`config.mk`:
```
export PLATFORM = sky130hd
export DESIGN_NAME = mcycle_rst_ctrl
export DESIGN_NICKNAME = d
export VERILOG_FILES = /design/src/rtl/mcycle_pkg.sv /design/src/rtl/mcycle_sync.sv /design/src/rtl/mcycle_phase.sv /design/src/rtl/mcycle_qual.sv /design/src/rtl/mcycle_rst_ctrl.sv
export SDC_FILE = /design/constraint.sdc
export NUM_CORES = 1
export LEC_CHECK = 0
export BUFFER_PORTS_ARGS = -buffer_cell sky130_fd_sc_hd__clkbuf_2
export CORE_ASPECT_RATIO = 1.25
export CORE_MARGIN = 5
export CORE_UTILIZATION = 41
export DETAILED_ROUTE_END_ITERATION = 10
export GPL_TIMING_DRIVEN = 0
export PLACE_DENSITY_LB_ADDON = 0.15
export SYNTH_ARGS = -nofsm -noshare
export SYNTH_HDL_FRONTEND = slang
export SYNTH_HIERARCHICAL = 1
export SYNTH_SLANG_ARGS = --single-unit
```
`constraint.sdc`:
```
create_clock -name osc_clk_i -period 1.7 [get_ports osc_clk_i]
set_input_delay 0.085 -clock osc_clk_i [delete_from_list [all_inputs] [get_ports osc_clk_i]]
set_output_delay 0.085 -clock osc_clk_i [all_outputs]
set_load 0.005 [all_outputs]
```
`src/rtl/mcycle_pkg.sv`:
```
package mcycle_pkg;
    localparam int unsigned CYC_CLKS_DEF    = 12;
    localparam int unsigned QUAL_CYCLES_DEF = 2;
    localparam int unsigned SYNC_STAGES_DEF = 2;

    localparam logic [15:0] PC_RST_DEF   = 16'h0000;
    localparam logic [7:0]  ACC_RST_DEF  = 8'h00;
    localparam logic [7:0]  B_RST_DEF    = 8'h00;
    localparam logic [7:0]  PSW_RST_DEF  = 8'h00;
    localparam logic [7:0]  SP_RST_DEF   = 8'h07;
    localparam logic [15:0] DPTR_RST_DEF = 16'h0000;
endpackage

```
`src/rtl/mcycle_sync.sv`:
```
module mcycle_sync #(
    parameter int unsigned STAGES = 2
) (
    input  logic clk_i,
    input  logic async_i,
    output logic sync_o
);
    typedef struct packed {
        logic [STAGES-1:0] chain;
    } sync_state_t;

    sync_state_t st_d;
    sync_state_t st_q = '0;

    always_comb begin
        st_d = st_q;
        st_d.chain = {st_q.chain[STAGES-2:0], async_i};
    end

    always_ff @(posedge clk_i) begin
        st_q <= st_d;
    end

    assign sync_o = st_q.chain[STAGES-1];
endmodule

```
`src/rtl/mcycle_phase.sv`:
```
module mcycle_phase #(
    parameter int unsigned CYC_CLKS = 12
) (
    input  logic clk_i,
    input  logic restart_i,
    output logic strobe_o
);
    localparam int unsigned PW = (CYC_CLKS > 1) ? $clog2(CYC_CLKS) : 1;
    localparam logic [PW-1:0] LAST = PW'(CYC_CLKS - 1);

    typedef struct packed {
        logic [PW-1:0] phase;
    } phase_state_t;

    phase_state_t st_d;
    phase_state_t st_q = '0;

    always_comb begin
        st_d = st_q;
        if (restart_i || st_q.phase == LAST) begin
            st_d.phase = '0;
        end else begin
            st_d.phase = st_q.phase + 1'b1;
        end
    end

    always_ff @(posedge clk_i) begin
        st_q <= st_d;
    end

    assign strobe_o = (st_q.phase == LAST);
endmodule

```
`src/rtl/mcycle_qual.sv`:
```
module mcycle_qual #(
    parameter int unsigned QUAL_CLKS = 24
) (
    input  logic clk_i,
    input  logic level_i,
    input  logic boundary_i,
    output logic active_o,
    output logic release_o
);
    localparam int unsigned CW = $clog2(QUAL_CLKS + 1);
    localparam logic [CW-1:0] FULL = CW'(QUAL_CLKS);
    localparam logic [CW-1:0] ARM  = CW'(QUAL_CLKS - 1);

    typedef struct packed {
        logic [CW-1:0] run;
        logic          active;
    } qual_state_t;

    qual_state_t st_d;
    qual_state_t st_q = '0;
    logic        rel;

    always_comb begin
        st_d = st_q;
        rel  = st_q.active && !level_i && boundary_i;
        if (!level_i) begin
            st_d.run = '0;
        end else if (st_q.run != FULL) begin
            st_d.run = st_q.run + 1'b1;
        end
        if (st_q.active) begin
            st_d.active = !rel;
        end else begin
            st_d.active = level_i && (st_q.run >= ARM);
        end
    end

    always_ff @(posedge clk_i) begin
        st_q <= st_d;
    end

    assign active_o  = st_q.active;
    assign release_o = rel;
endmodule

```
`src/rtl/mcycle_rst_ctrl.sv`:
```
module mcycle_rst_ctrl
    import mcycle_pkg::*;
#(
    parameter int unsigned CYC_CLKS    = CYC_CLKS_DEF,
    parameter int unsigned QUAL_CYCLES = QUAL_CYCLES_DEF,
    parameter int unsigned SYNC_STAGES = SYNC_STAGES_DEF,
    parameter logic [15:0] PC_RST      = PC_RST_DEF,
    parameter logic [7:0]  ACC_RST     = ACC_RST_DEF,
    parameter logic [7:0]  B_RST       = B_RST_DEF,
    parameter logic [7:0]  PSW_RST     = PSW_RST_DEF,
    parameter logic [7:0]  SP_RST      = SP_RST_DEF,
    parameter logic [15:0] DPTR_RST    = DPTR_RST_DEF
) (
    input  logic        osc_clk_i,
    input  logic        rst_pin_i,
    output logic        mc_strobe_o,
    output logic        core_rst_o,
    output logic [15:0] pc_init_o,
    output logic [7:0]  acc_init_o,
    output logic [7:0]  b_init_o,
    output logic [7:0]  psw_init_o,
    output logic [7:0]  sp_init_o,
    output logic [15:0] dptr_init_o
);
    localparam int unsigned QUAL_CLKS = QUAL_CYCLES * CYC_CLKS;

    logic pin_sync;
    logic strobe;
    logic release_evt;
    logic rst_active;

    mcycle_sync #(.STAGES(SYNC_STAGES)) u_sync (
        .clk_i   (osc_clk_i),
        .async_i (rst_pin_i),
        .sync_o  (pin_sync)
    );

    mcycle_phase #(.CYC_CLKS(CYC_CLKS)) u_phase (
        .clk_i     (osc_clk_i),
        .restart_i (release_evt),
        .strobe_o  (strobe)
    );

    mcycle_qual #(.QUAL_CLKS(QUAL_CLKS)) u_qual (
        .clk_i      (osc_clk_i),
        .level_i    (pin_sync),
        .boundary_i (strobe),
        .active_o   (rst_active),
        .release_o  (release_evt)
    );

    assign mc_strobe_o = strobe;
    assign core_rst_o  = rst_active;
    assign pc_init_o   = PC_RST;
    assign acc_init_o  = ACC_RST;
    assign b_init_o    = B_RST;
    assign psw_init_o  = PSW_RST;
    assign sp_init_o   = SP_RST;
    assign dptr_init_o = DPTR_RST;
endmodule

```
== Word level (Yosys, flattened, before mapping) ==
Index checks and enable logic that the tools add are counted.

* ROM bits: 0
* Latch bits: 0
* Bits in registers: 12
* Word-level logic and storage cells: 16
* Memories: 0
* Output and inout bits: 66
* Input port bits: 2
* RAM bits: 0

* $lt $le $gt $ge: 1
* Muxes and demuxes: 1
* Shifts and indexed selects: 0
* Multiply operators: 0
* Reductions and logical operators: 6
* Add/subtract/negate cells: 2
* Eq/ne operators: 2
* Divide/modulo/power cells: 0
* Bitwise gates (word level): 0

{| class="wikitable"
|+ Operator list
! kind !! number
|-
| adder 5 x 1 -> 5 bit (second input constant) || 1
|-
| >= comparator 5 bit (second input constant) || 1
|-
| != test 5 bit (second input constant) || 1
|-
| adder 4 x 1 -> 4 bit (second input constant) || 1
|-
| equality test 4 bit (second input constant) || 1
|-
| logical AND 1 bit || 3
|-
| zero test 1 bit || 2
|-
| logical OR 1 bit || 1
|-
| two-way mux 1 bit || 1
|}

== Depth between registers and ports, before layout ==
* Depth after elaboration: 5
* Depth in mapped cells: 6

== Cells and area by module ==
The synthesis kept the hierarchy.

{| class="wikitable"
|+ By module, submodules not included
! module !! cells an instance !! area an instance (um^2) !! times used !! seq. area each (um^2)
|-
| mcycle_rst_ctrl || 66 || 488.0 || 1 || 0.0
|-
| mcycle_qual || 30 || 301.5 || 1 || 120.1
|-
| mcycle_phase || 16 || 188.9 || 1 || 80.1
|-
| mcycle_sync || 2 || 40.0 || 1 || 40.0
|}

== Worst setup path after synthesis ==
OpenSTA, ideal clock, no wires.

* Path kind: register to register
* From: register u_phase/st_q[0] (netlist name)
* To: register u_phase/st_q[3] (netlist name)
* Slack: 0.302 ns
* Cell stages (with the launch flop): 7
* Period minus slack after synthesis: 1.398 ns
* Arrival: 1.263 ns
* Buffers on the path: 0
* Cells stage by stage: dfxtp_1 -> ha_1 -> and3b_2 -> nand2_1 -> nor2_1 -> or2b_1 -> o32ai_2

* Cells in the longest elaborated chain, start to end: 3
* Elaborated cells on any way between the ends: 4
* Those cells by class: add/sub (1); eq/ne (1); reduce/logical (2)

{| class="wikitable"
|+ RTL lines
! item !! RTL line !! text
|-
| from (decl) || mcycle_phase.sv:16 || <nowiki>phase_state_t st_q = '0;</nowiki>
|-
| from (signal assigned) || mcycle_phase.sv:28 || <nowiki>st_q <= st_d;</nowiki>
|-
| equality test 4 bit || mcycle_phase.sv:31 || <nowiki>assign strobe_o = (st_q.phase == LAST);</nowiki>
|-
| via mc_strobe_o || mcycle_rst_ctrl.sv:16 || <nowiki>output logic mc_strobe_o,</nowiki>
|-
| logical AND 1 bit || mcycle_qual.sv:25 || <nowiki>rel = st_q.active && !level_i && boundary_i;</nowiki>
|-
| via release_evt || mcycle_rst_ctrl.sv:29 || <nowiki>logic release_evt;</nowiki>
|-
| logical OR 1 bit || mcycle_phase.sv:20 || <nowiki>if (restart_i || st_q.phase == LAST) begin</nowiki>
|}

The timed path passes the listed nets, and every way through them passes these cells.
A chain may end at the register's enable or synchronous reset.

== Worst setup path in the final report ==
* From: register u_phase/st_q[0] (netlist name)
* To: register u_phase/st_q[3] (netlist name)

* Cells in the longest elaborated chain, start to end: 3
* Elaborated cells on any way between the ends: 4
* Those cells by class: add/sub (1); eq/ne (1); reduce/logical (2)

{| class="wikitable"
|+ RTL lines
! item !! RTL line
|-
| equality test 4 bit || mcycle_phase.sv:31
|-
| logical AND 1 bit || mcycle_qual.sv:25
|-
| via release_evt || mcycle_rst_ctrl.sv:29
|-
| logical OR 1 bit || mcycle_phase.sv:20
|}

The timed path passes the listed nets, and every way through them passes these cells.

==> PnR_summary.wiki <==
{| class="wikitable"
! Metric !! Value
|-
| Startpoint of the lowest-slack hold path || u_sync/st_q[0]$_DFF_P_
|-
| Synth warn || 6
|-
| Kind of launch point of the worst setup path || register
|-
| Total Die Area || 3590 µm²
|-
| Result of the run || finished, final reports clean
|-
| Area post-placement || ~1300 µm²
|-
| Max-slew violation count || 0
|-
| Wirelength, routed || approximately 1.6 mm
|-
| Area growth from synthesis to layout || 31.8%
|-
| Number of standard cells after synthesis || 114
|-
| Clk buf depth || 2
|-
| Worst path arrival time || ~1700 ps
|-
| Global-route congestion overflow total || 0
|-
| Total of buffers placed on input and output ports || 3
|-
| Cell leakage power || between 0.8 and 0.9 nW
|-
| Final hold violations || 0
|-
| Per-cell routed wire length || between 7 and 8 µm
|-
| CTS tree || done
|-
| Root cell of the clock tree || clkbuf_4
|-
| Synthesized area per cell || 8.93 µm²
|-
| Die height || roughly 66 µm
|-
| Class of the tightest hold or removal check || register to register
|-
| Highest net fanout along the worst path || 5
|-
| Post-layout total power || 0.000889 W
|-
| RSZ-0062 raised after global routing || no
|-
| End of the worst register-to-register path || u_phase/st_q[3]$_SDFF_PP0_
|-
| Worst-case vdd ir drop || between 600 and 700 µV
|-
| Power density relative to cell area || between 600 and 700 nW/µm²
|-
| Reg2Reg Launch Point || u_phase/st_q[0]$_SDFF_PP0_
|-
| Fraction of layout cells with a size suffix above 1 || a little over two fifths
|-
| Peak clock frequency supported by timing || 673 MHz
|-
| Per-cell via count in the routed design || approximately 3.1
|-
| Cell count of the worst hold path || 0
|-
| Worst Reg2Reg Path Length in Cells || 6
|-
| First-pass GRT wire length || roughly 2.3 mm
|-
| Final std cell area, no fill || between 1000 and 1500 µm²
|-
| Total CTS buffers || 3
|-
| Count of inserted antenna diode cells || 0
|-
| Vias || around 680
|-
| Final setup violation count || 0
|-
| Clock latency on the worst-skew pair || 260 ps
|-
| First-pass DRT Iterations || 4
|-
| TNS Setup || 0 ps
|-
| # Max-Cap Violations || 0
|-
| Sequential-to-total area share from yosys stat || approximately a quarter
|-
| End-of-flow core utilization || a little under three fifths
|-
| Setup Crit Path Kind || register to register
|-
| Internal reg-to-reg setup slack || between 200 and 250 ps
|-
| Boundary Pins || 68
|-
| Required time of the worst setup path || around 1900 ps
|-
| Clock transition at the registers of the reported paths || roughly 60 ps
|-
| Level count of the clock H-tree || 1
|-
| Most used cells in the layout excluding fill and tap cells || buf_4 (64), conb_1 (64), dfxtp_1 (12)
|-
| Number of antenna violations at the first check in global routing || 0
|-
| Core Area || between 2000 and 2500 µm²
|-
| Number of setup buffers added after CTS || 0
|-
| End point of the worst hold path || u_sync/st_q[1]$_DFF_P_
|-
| Number of DRC markers after the initial detailed-route iteration || 2
|-
| Filler instances || between 200 and 250
|-
| Mapped Area || between 1000 and 1500 µm²
|-
| Sequential cell area || ~240 µm²
|-
| Gpl congestion || approximately 0.73
|-
| Global routing usage summed across all routing layers || under 10%
|-
| Row count || 20
|-
| Post-layout minimum cycle time || around 1500 ps
|-
| Number of unique standard cell types used by synthesis || 29
|-
| Final Net Count || 190
|-
| Starting utilization of the core area || between 40 and 50%
|-
| Nature of the critical path endpoint || register
|-
| Tightest hold margin || 328 ps
|-
| Clock Sink Count || 12
|-
| Chip width || 54.6 µm
|-
| #FFs+latches synth || 12
|-
| Vias in the first global route || ~550
|-
| Maximum number of pins on one net before global-route repair || 9
|-
| Number of DRC violations after detailed routing || 0
|-
| Crit share post-route || roughly 90%
|-
| Worst clock skew || just under 6 ps
|-
| Number of nets with antenna violations after routing || 0
|-
| Footprint of the multi-input gates || about 520 µm²
|}
[worst max-delay path, cell delays in order (launching register included)]
cell	delay, ps
dfxtp_1	330
ha_1	230
and3b_2	250
nand2_1	90
nor2_2	60
or2b_1	240
o32ai_2	200
[report_power, final]
group | total [W] | leakage (nW) | internal [W] | switching [W]
combinational | 0.000336 | 0.755 | 0.000210 | 0.000126
sequential | 0.000388 | 0.0994 | 0.000340 | 0.0000484
clock | 0.000164 | 0.0138 | 0.0000818 | 0.0000824
total | 0.000889 | 0.868 | 0.000632 | 0.000256
[kinds of logic after synthesis]
logic type | count (synthesis) | share of synthesized area [%]
buf+inv | 67 | 48.3
mux | 1 | 0.983
flops | 12 | 23.6
compound gates | 5 | 4.30
other cells | 2 | 0.737
xor+xnor | 4 | 3.44
fa+ha+maj | 3 | 3.69
simple gates | 20 | 15.0
[cells in the mapped netlist (all sizes together)]
cell	count	area, µm²
a211o	1	8.76
a21oi	1	5.00
and2	3	18.8
and2b	1	7.51
and3	2	13.8
and3b	1	10.0
buf	64	480
conb	2	7.51
dfxtp	12	240
ha	3	37.5
inv	3	11.3
mux2i	1	10.0
nand2	2	7.51
nand3	2	10.0
nand4b	2	32.5
nor2	1	3.75
nor2b	1	6.26
nor3	1	5.00
nor3b	1	12.5
o2111ai	1	8.76
o21ai	1	5.00
o32ai	1	16.3
or2b	2	16.3
or3b	1	8.76
xnor2	3	26.3
xor2	1	8.76
[layout make-up]
cell class,instances,area share [%]
multi-input cells,97,38.9
plain buffers,64,35.8
repair buffers,4,1.86
clock buffers,3,1.68
well taps,33,3.08
inverters,3,0.839
flip-flops and latches,12,17.9
[sequential cells by signal (all words and copies together), names as in the netlist]
register and flops:
u_qual/st_q 5, u_sync/st_q 2, u_qual/active_o 1, u_phase/st_q 4
[metrics by stage]
stage / cells / setup WS [ps]
finish: 216 / 214
floorplan: 176 / 302
CTS: 216 / 138
detailed placement: 212 / 146
global route: 216 / 103
global placement: 212 / 174
[per-layer routing]
layer / part of all wire (%) / track usage, % / up-vias
met3: 14 / 2.49 / 2
li1: - / - / 374
met1: 31 / 7.03 / 273
met2: 54 / 16.1 / 30
met5: 0 / 0 / -
met4: 0.64 / 6.54 / 0
[worst max path at each step]
| stage | startpoint | endpoint | cells past startpoint |
|---|---|---|---|
| 2_1_floorplan | u_phase/st_q[0]$_SDFF_PP0_ | u_phase/st_q[3]$_SDFF_PP0_ | 6 |
| 5_1_grt | u_phase/st_q[0]$_SDFF_PP0_ | u_phase/st_q[3]$_SDFF_PP0_ | 6 |
| 4_1_cts | u_phase/st_q[0]$_SDFF_PP0_ | u_phase/st_q[3]$_SDFF_PP0_ | 6 |
| 6_report | u_phase/st_q[0]$_SDFF_PP0_ | u_phase/st_q[3]$_SDFF_PP0_ | 6 |
| 3_5_place_dp | u_phase/st_q[0]$_SDFF_PP0_ | u_phase/st_q[3]$_SDFF_PP0_ | 6 |
| 3_3_place_gp | u_phase/st_q[0]$_SDFF_PP0_ | u_phase/st_q[3]$_SDFF_PP0_ | 6 |
[timing repair]
action	CTS	global route
hold buffers	1	0
endpoints found under the setup margin	0	1
hold endpoints to repair	1	0
gates resized for setup	0	1
(Power assumes the default switching activity.)
